===== src/rtl/hs_pkg.sv =====
package hs_pkg;
    typedef enum logic [2:0] {
        ST_IDLE,
        ST_READY_CHK,
        ST_TX_HOLD,
        ST_RX_REQ,
        ST_RX_AVAIL
    } hs_state_t;

    localparam logic [1:0] HS_OK       = 2'd0;
    localparam logic [1:0] HS_SEND_ERR = 2'd1;
    localparam logic [1:0] HS_RECV_ERR = 2'd2;
endpackage


===== src/rtl/hs_sync2.sv =====
module hs_sync2 (
    input  logic clk,
    input  logic rst_n,
    input  logic d_async,
    output logic q_sync
);
    logic meta_q;

    always_ff @(posedge clk or negedge rst_n) begin
        if (!rst_n) begin
            meta_q <= 1'b0;
            q_sync <= 1'b0;
        end else begin
            meta_q <= d_async;
            q_sync <= meta_q;
        end
    end
endmodule


===== src/rtl/hs_ms_tick.sv =====
module hs_ms_tick #(
    parameter int CLKS_PER_MS = 100000
) (
    input  logic clk,
    input  logic rst_n,
    input  logic clr,
    output logic tick
);
    localparam int W = $clog2(CLKS_PER_MS + 1);
    localparam logic [W-1:0] LAST = W'(CLKS_PER_MS - 1);

    logic [W-1:0] div_q;

    assign tick = (div_q == LAST) && !clr;

    always_ff @(posedge clk or negedge rst_n) begin
        if (!rst_n)              div_q <= '0;
        else if (clr || tick)    div_q <= '0;
        else                     div_q <= div_q + 1'b1;
    end
endmodule


===== src/rtl/hs_wait_timer.sv =====
module hs_wait_timer #(
    parameter int TIMEOUT_MS = 32
) (
    input  logic clk,
    input  logic rst_n,
    input  logic clr,
    input  logic tick,
    output logic expired
);
    localparam int W = $clog2(TIMEOUT_MS + 1);
    localparam logic [W-1:0] LIMIT = W'(TIMEOUT_MS);

    logic [W-1:0] ms_q;

    assign expired = (ms_q == LIMIT);

    always_ff @(posedge clk or negedge rst_n) begin
        if (!rst_n)                  ms_q <= '0;
        else if (clr)                ms_q <= '0;
        else if (tick && !expired)   ms_q <= ms_q + 1'b1;
    end
endmodule


===== src/rtl/hs_byte_port.sv =====
module hs_byte_port #(
    parameter int CLKS_PER_MS = 100000,
    parameter int TIMEOUT_MS  = 32
) (
    input  logic       clk,
    input  logic       rst_n,
    input  logic       send_go,
    input  logic       recv_go,
    input  logic [7:0] tx_byte,
    output logic       done,
    output logic [1:0] err_code,
    output logic [7:0] rx_byte,
    output logic       req_n,
    output logic       dir_out,
    output logic [7:0] sr_out,
    input  logic [7:0] sr_in,
    input  logic       ack
);
    import hs_pkg::*;

    hs_state_t state_q, state_d;
    logic      ack_s;
    logic      tick;
    logic      expired;
    logic      wait_clr;
    logic      op_send_q;
    logic [7:0] tx_q;
    logic      fin, fin_fail;

    hs_sync2 u_sync (
        .clk     (clk),
        .rst_n   (rst_n),
        .d_async (ack),
        .q_sync  (ack_s)
    );

    assign wait_clr = (state_q == ST_IDLE) || (state_q != state_d);

    hs_ms_tick #(.CLKS_PER_MS(CLKS_PER_MS)) u_tick (
        .clk   (clk),
        .rst_n (rst_n),
        .clr   (wait_clr),
        .tick  (tick)
    );

    hs_wait_timer #(.TIMEOUT_MS(TIMEOUT_MS)) u_timer (
        .clk     (clk),
        .rst_n   (rst_n),
        .clr     (wait_clr),
        .tick    (tick),
        .expired (expired)
    );

    // next-state and completion decode
    always_comb begin
        state_d  = state_q;
        fin      = 1'b0;
        fin_fail = 1'b0;
        unique case (state_q)
            ST_IDLE: begin
                if (send_go || recv_go) state_d = ST_READY_CHK;
            end
            ST_READY_CHK: begin
                if (ack_s)        state_d = op_send_q ? ST_TX_HOLD : ST_RX_REQ;
                else if (expired) begin state_d = ST_IDLE; fin = 1'b1; fin_fail = 1'b1; end
            end
            ST_TX_HOLD: begin
                if (!ack_s)       begin state_d = ST_IDLE; fin = 1'b1; end
                else if (expired) begin state_d = ST_IDLE; fin = 1'b1; fin_fail = 1'b1; end
            end
            ST_RX_REQ: begin
                if (!ack_s)       state_d = ST_RX_AVAIL;
                else if (expired) begin state_d = ST_IDLE; fin = 1'b1; fin_fail = 1'b1; end
            end
            ST_RX_AVAIL: begin
                if (ack_s)        begin state_d = ST_IDLE; fin = 1'b1; end
                else if (expired) begin state_d = ST_IDLE; fin = 1'b1; fin_fail = 1'b1; end
            end
            default: state_d = ST_IDLE;
        endcase
    end

    // state register
    always_ff @(posedge clk or negedge rst_n) begin
        if (!rst_n) state_q <= ST_IDLE;
        else        state_q <= state_d;
    end

    assign req_n = !((state_q == ST_TX_HOLD) || (state_q == ST_RX_REQ));

    // registered outputs and transfer context
    always_ff @(posedge clk or negedge rst_n) begin
        if (!rst_n) begin
            op_send_q <= 1'b0;
            tx_q      <= '0;
            dir_out   <= 1'b0;
            sr_out    <= '0;
            rx_byte   <= '0;
            done      <= 1'b0;
            err_code  <= HS_OK;
        end else begin
            done <= fin;
            if (state_q == ST_IDLE && (send_go || recv_go)) begin
                op_send_q <= send_go;
                tx_q      <= tx_byte;
            end
            if (state_q == ST_READY_CHK && ack_s) begin
                dir_out <= op_send_q;
                if (op_send_q) sr_out <= tx_q;
            end
            if (state_q == ST_RX_AVAIL && ack_s) rx_byte <= sr_in;
            if (fin) begin
                if (!fin_fail)      err_code <= HS_OK;
                else if (op_send_q) err_code <= HS_SEND_ERR;
                else                err_code <= HS_RECV_ERR;
            end
        end
    end
endmodule


===== config.mk =====
export PLATFORM = sky130hd
export DESIGN_NAME = hs_byte_port
export DESIGN_NICKNAME = d
export VERILOG_FILES = /design/src/rtl/hs_pkg.sv /design/src/rtl/hs_sync2.sv /design/src/rtl/hs_ms_tick.sv /design/src/rtl/hs_wait_timer.sv /design/src/rtl/hs_byte_port.sv
export SDC_FILE = /design/constraint.sdc
export NUM_CORES = 1
export LEC_CHECK = 0
export CAP_MARGIN = 20
export CORE_UTILIZATION = 45
export CTS_CLUSTER_DIAMETER = 200
export CTS_CLUSTER_SIZE = 24
export DETAILED_ROUTE_END_ITERATION = 7
export DONT_BUFFER_PORTS = 1
export GPL_ROUTABILITY_DRIVEN = 1
export HOLD_SLACK_MARGIN = 0.05
export SYNTH_ARGS = -nofsm -noshare
export SYNTH_HDL_FRONTEND = slang
export SYNTH_HIERARCHICAL = 1
export SYNTH_SLANG_ARGS = --single-unit

===== constraint.sdc =====
create_clock -name clk -period 4.48 [get_ports clk]
set_input_delay 0.896 -clock clk [delete_from_list [all_inputs] [get_ports clk]]
set_output_delay 0.896 -clock clk [all_outputs]
set_load 0.02 [all_outputs]

==> reports/results.txt, run 1 <==
Outcome: finished clean
Max_cap viols: 0
# Post-CTS Setup Buffers: 0
CTS root buf: clkbuf_8
Flop2flop setup slack: 980 ps
WL per Instance: 15.0 um
Drt first pass iters: 4
Die H: 79.8 um
Seq/Total Area, Yosys: 0.524
Ranking of synthesized cells by area: dfrtp_1, mux2_2, xnor2_1
# H-tree levels: 3
Via density per instance: 5.41
# diodes: 0
Yosys cell types: 50
Synthesized Nets: 260
Post-DRT Antenna Nets: 0
Setup crit end kind: flop
I/O Buffers: 0
Fin crit share: 0.781
CP max FO: 14
Final Skew: 11.6 ps
Final instance count without filler cells: 313
Post-route minimum period: 3500 ps
Final Routed Wirelength: 4690 um
Initial antenna violation count: 0
Reg2reg end: u_timer/ms_q[0]
Crit path max-delay cell type: nor2b_1
# DRC: 0
Pleak: 1.17 nW
CP Cell Sequence: inv_1, ha_1, nand2_1, nor2b_1, mux2i_1, a31o_2, o211ai_1, nor2_1, and3b_1, or4_1
Hpwl dp: 3160 um
Vias in the first global route: 1,678
Gpl congestion: 0.775
Core Util, Final: 0.513
Reg clk slew, reported paths: 80 ps
Top cell type by total area after synthesis: dfrtp_1
Share of layout cells above drive strength 1: 0.203
Post-layout net count: 260
Number of synthesis warnings: 6
Post-synthesis average cell area: 11.5 um2
Post-synth EDFFs: 0
Largest net degree at the start of global routing: 58
I/O Pins: 42
Post-CTS sizing: 0
Final setup viols: 0
Slew HR: 0.412
Detailed Route Iter0 Violations: 49
DP Worst Slack: 954 ps
GRT overflow: 0
Slew Viols, Final: 0
CTS sink cnt: 57
DR vias: 1,693
Worst Setup Slack, final: 979 ps
Dominant synthesized flop cell: dfrtp_1
PD cells: 567 nW/um2
Worst-Skew Late Latency: 340 ps
First-pass GRT wire length: 7990 um
RR Startpoint: u_timer/ms_q[0]
CTS Hold Bufs: 0
All-layer global routing usage: 0.169
Syn Std Cell Area: 2720 um2
Synth Instances: 236
Max clock buf depth: 2
Sum Neg Setup Slack: 0 ps
Peak supply drop: 0.295 mV
Final Hold Viols: 0
Slew @ Worst Pin: 878 ps
Area Growth Syn to Fin: 6.89%
R2R depth: 10
RSZ-0062 raised after global routing: no
Critical path class: reg -> reg
Startpoint types: flop
Row count: 27
CP required: 4680 ps
Cells after DPL: 297
Clock buffer count from CTS: 9
Starting Density: 0.480
Critical path's largest stage delay: 540 ps
Highest Clock Rate: 286 MHz
Core footprint: 5680 um2
CP arrival: 3700 ps
CTS tree: yes
Die width: 79.8 um
Fillers: 519
Synth Register Bits: 57
Synth async-reset ratio: 1.00
Die Area: 6370 um2
Min-Delay Path Class: in -> async
Yosys top cell area share: 0.524
[cell usage after synthesis (2+ instances only)]
cell / number
a211oi_1: 2
mux2_2: 25
buf_4: 3
nand3b_1: 4
a31o_2: 2
or4_1: 2
buf_6: 4
or3_1: 2
ha_1: 3
clkbuf_1: 2
nand4bb_1: 2
and4bb_2: 2
nand2b_1: 2
dfrtp_1: 57
nand3_1: 5
nand2_1: 9
o21ai_0: 2
nor3_1: 7
nor2_1: 26
a21oi_1: 5
nor2b_1: 2
inv_1: 11
nand4b_1: 3
xor2_1: 3
xnor2_1: 15
nand4_1: 7
nor4_1: 4
o32ai_1: 2
and3_1: 2
[final cells by class]
cell class | count | area, um2 | area share
Multi-Input combinational cell | 157 | 1170 | 0.401
Clock buffer | 9 | 124 | 0.0426
Sequential cell | 57 | 1430 | 0.490
Inverter | 11 | 41.3 | 0.0142
Tap cell | 72 | 90.1 | 0.0310
Clock inverter | 7 | 61.3 | 0.0211
[metal layers]
| metal | wire (um) | GRT usage |
|---|---|---|
| met5 | 0 | 0 |
| met4 | 95 | 0.0768 |
| met3 | 205 | 0.0674 |
| met2 | 2170 | 0.249 |
| met1 | 2220 | 0.216 |
[registers in the layout, indices dropped and copies added (netlist names)]
register / cells
tx_q: 8
u_tick/div_q: 17
err_code: 2
dir_out: 1
done: 1
u_sync/meta_q: 1
sr_out: 8
state_q: 3
u_sync/q_sync: 1
op_send_q: 1
u_timer/ms_q: 6
rx_byte: 8
[cells by family (layout without fill, tap and decap cells)]
kind of cell,count (synthesis),after routing,synth area share
AOI/OAI and AO/OA,23,23,0.0634
buffers and inverters,22,27,0.0473
xor gates and xnor gates,18,18,0.0579
adders and majority gates,3,3,0.0138
and+or+nand+nor,87,87,0.187
muxes,26,26,0.107
DFF,57,57,0.524
[cells in the final DEF (no fill, tap or decap), drive strengths merged, types with 3 or more instances in the layout]
| master | Yosys | routed |
|---|---|---|
| nand4b | 3 | 3 |
| mux2 | 25 | 25 |
| nand3b | 4 | 4 |
| dfrtp | 57 | 57 |
| nor2 | 26 | 26 |
| ha | 3 | 3 |
| nor3 | 8 | 8 |
| clkbuf | 3 | 9 |
| nand2 | 10 | 10 |
| nand4 | 7 | 7 |
| xnor2 | 15 | 15 |
| nor4 | 4 | 4 |
| a21oi | 5 | 5 |
| inv | 11 | 15 |
| nand3 | 5 | 5 |
| xor2 | 3 | 3 |
[per-stage QoR]
step | cell area (um2) | hold WS (ps) | power (mW)
floorplan | 2720 | 331 | 1.19
global placement | 2730 | 344 | 1.21
detailed placement | 2730 | 342 | 1.22
CTS | 2910 | 228 | 1.67
global route | 2910 | 215 | 1.75
finish | 2910 | 244 | 1.65
[worst max path at each step]
| stage | start | cells past startpoint | slack [ps] | to |
|---|---|---|---|---|
| floorplan | u_timer/ms_q[0] | 13 | 1770 | u_timer/ms_q[5] |
| global placement | u_timer/ms_q[0] | 10 | 1090 | u_timer/ms_q[0] |
| detailed placement | u_timer/ms_q[0] | 10 | 950 | u_timer/ms_q[0] |
| CTS | u_timer/ms_q[0] | 10 | 950 | u_timer/ms_q[0] |
| global route | u_timer/ms_q[0] | 9 | 640 | u_timer/ms_q[0] |
| finish | u_timer/ms_q[0] | 10 | 980 | u_timer/ms_q[0] |
[power breakdown]
part           leakage (nW)  internal (mW)  total, mW  switching (mW)
combinational         0.338          0.181      0.335           0.155
clock                0.0888          0.211      0.448           0.238
sequential            0.740          0.653      0.865           0.213
total                  1.17           1.04       1.65           0.605
[critical path: cells and delay by family, from the launching register on]
| kind | cells | cell delay [ps] |
|---|---|---|
| and+or+nand+nor | 5 | 1750 |
| AOI/OAI and AO/OA | 2 | 690 |
| DFF | 1 | 410 |
| muxes | 1 | 210 |
| adders and majority gates | 1 | 200 |
| buffers and inverters | 1 | 110 |
Power figures use the tool's default switching activity.
==> run 2: changes to the inputs <==
clock period = 3.5 ns   (was 4.48 ns; I/O delays follow)
==> run 2 against run 1 <==
Clock skew is essentially flat. Largest power group unchanged. Sequential power grew 28%. Critical path depth grew 1. Via count up 3.2%. Combinational power up 40%. Highest routed layer unchanged. Design area up 1.9%. Fmax rose by 10%. Total power increased by 32%.
==> reports/results.txt, run 2 (synthesis gave the netlist of run 1 again) <==
CTS root buf: clkbuf_8
Final Routed Wirelength: 4610 um (-1.8%)
Largest register by flop count: u_tick/div_q
First-pass GRT wire length: 7910 um (-1.0%)
Post-layout net count: 263 (+1.2%)
Final hold slack: 223 ps (-21.0 ps)
Grt peak-use layer: met2
CP required: 3750 ps (-930 ps)
Most common cell after layout, fill and taps aside: dfrtp_1
Worst Path Buf+Inv: 1 (unchanged)
Clock buffer count from CTS: 9 (unchanged)
Max reg flops: 17 (unchanged)
WL per Instance: 14.6 um (-2.7%)
Die Area: 6370 um2 (unchanged)
CP Cell Sequence: inv_1, ha_1, nand2_1, nor2b_2, or4b_4, o22ai_2, o211ai_1, nor2_1, nand4_1, or3_1, a21oi_1
# DRC: 0 (unchanged)
Slew @ Worst Pin: 573 ps (-305 ps)
Die width: 79.8 um (unchanged)
Via density per instance: 5.53 (+2.3%)
All-layer global routing usage: 0.168 (-0.000575)
Fin crit share: 0.910 (+0.128)
Sum Neg Setup Slack: 0 ps (unchanged)
Max_cap viols: 0 (unchanged)
Setup crit end kind: flop
# Post-CTS Setup Buffers: 0 (unchanged)
Met1 Use GR: 0.208 (-0.00846)
Largest net degree at the start of global routing: 58 (unchanged)
Highest Clock Rate: 314 MHz (+10%)
Initial antenna violation count: 0 (unchanged)
I/O Pins: 42 (unchanged)
RSZ-0062 raised after global routing: no
Worst-Skew Late Latency: 340 ps (about the same)
Core footprint: 5680 um2 (unchanged)
Final Hold Viols: 0 (unchanged)
Starting Density: 0.480 (unchanged)
R2R depth: 11 (+1)
Hpwl dp: 3060 um (-3.0%)
Critical path's largest stage delay: 500 ps (-40 ps)
Outcome: finished clean
Startpoint types: flop
Reg clk slew, reported paths: 70 ps (about the same)
Routing usage on met2: 0.258 (+0.00940)
Crit path max-delay cell type: or4b_4
Vias in the first global route: 1,686 (+0.48%)
# diodes: 0 (unchanged)
Crit-path leading delay family: simple AND/OR/NAND/NOR gates
Die H: 79.8 um (unchanged)
Fillers: 502 (-3.3%)
Slew HR: 0.616 (+0.204)
CTS tree: yes
Pleak: 1.19 nW (+2.2%)
GRT overflow: 0 (unchanged)
Min-Delay Path Class: in -> async
Max clock buf depth: 2 (unchanged)
Met3 usage: 0.0766 (+0.00914)
RR Startpoint: u_timer/ms_q[0]
Final Skew: 11.7 ps (+0.0872 ps)
Final setup viols: 0 (unchanged)
Post-route minimum period: 3180 ps (-317 ps)
Slew Viols, Final: 0 (unchanged)
Gpl congestion: 0.788 (+1.7%)
Share of layout cells above drive strength 1: 0.217 (+0.0139)
Detailed Route Iter0 Violations: 60 (+22%)
CP max FO: 11 (-3)
Flop2flop setup slack: 320 ps (-660 ps)
Peak supply drop: 0.411 mV (+39%)
Reg2reg end: u_timer/ms_q[5]
PD cells: 733 nW/um2 (+29%)
I/O Buffers: 0 (unchanged)
Row count: 27 (unchanged)
Commonest non-fill, non-tap cells in the layout: dfrtp_1, nor2_1, mux2_2
Area Growth Syn to Fin: 8.92%
CTS sink cnt: 57 (unchanged)
Critical path class: reg -> reg
Post-DRT Antenna Nets: 0 (unchanged)
CP arrival: 3430 ps (-270 ps)
Drt first pass iters: 6 (+2)
Register area: 1430 um2 (unchanged)
Multi-input gate area: 1170 um2 (+0.21%)
DR vias: 1,748 (+3.2%)
# H-tree levels: 3 (unchanged)
run 2: per-stage QoR:
step	cells	instance area, um2	utilization	setup WS [ps]	power, mW
floorplan	236	2720	-	786	1.52
global placement	299	2740	0.483	339	1.58
detailed placement	299	2740	0.483	213	1.58
CTS	316	2960	0.522	203	2.21
global route	316	2970	0.522	39.1	2.31
finish	316	2970	0.522	316	2.17
run 2: cell type report:
cell class	count	share of cell area
Clock buffer	9	0.0418
Clock inverter	7	0.0241
Inverter	11	0.0139
Multi-Input combinational cell	157	0.395
Sequential cell	57	0.481
Tap cell	72	0.0304
Timing Repair Buffer	3	0.0143
run 2: worst max path at each step:
stage	startpoint	endpoint	slack (ps)	cells after the start
floorplan	u_timer/ms_q[0]	u_timer/ms_q[5]	790	13
detailed placement	u_timer/ms_q[0]	u_timer/ms_q[0]	210	10
finish	u_timer/ms_q[0]	u_timer/ms_q[5]	320	11
CTS	u_timer/ms_q[0]	u_timer/ms_q[0]	200	10
global placement	u_timer/ms_q[0]	u_timer/ms_q[0]	340	10
global route	u_timer/ms_q[0]	u_timer/ms_q[5]	40	11
run 2: report_power, final:
group / internal [mW] / switching [mW]
Clock: 0.326 / 0.271
Combinational: 0.254 / 0.215
Sequential: 0.836 / 0.271
Total: 1.42 / 0.757
run 2: metal layers:
layer  share of wire  wire length, um
met1            0.47             2140
met2            0.48             2220
met3           0.042              193
met4           0.010               48
met5               0                0
run 2: worst register-to-register path, stage by stage (launching register included):
cell,delay [ps]
dfrtp_1,400
inv_1,90
ha_1,240
nand2_1,140
nor2b_2,120
or4b_4,500
o22ai_2,120
o211ai_1,260
nor2_1,480
nand4_1,220
or3_1,380
a21oi_1,150
run 2: what timing repair did:
action                                  CTS  global route
endpoints found under the hold margin    57             0
endpoints found under the setup margin    0             2
hold buffers                              1             0
resized for setup                         0             1
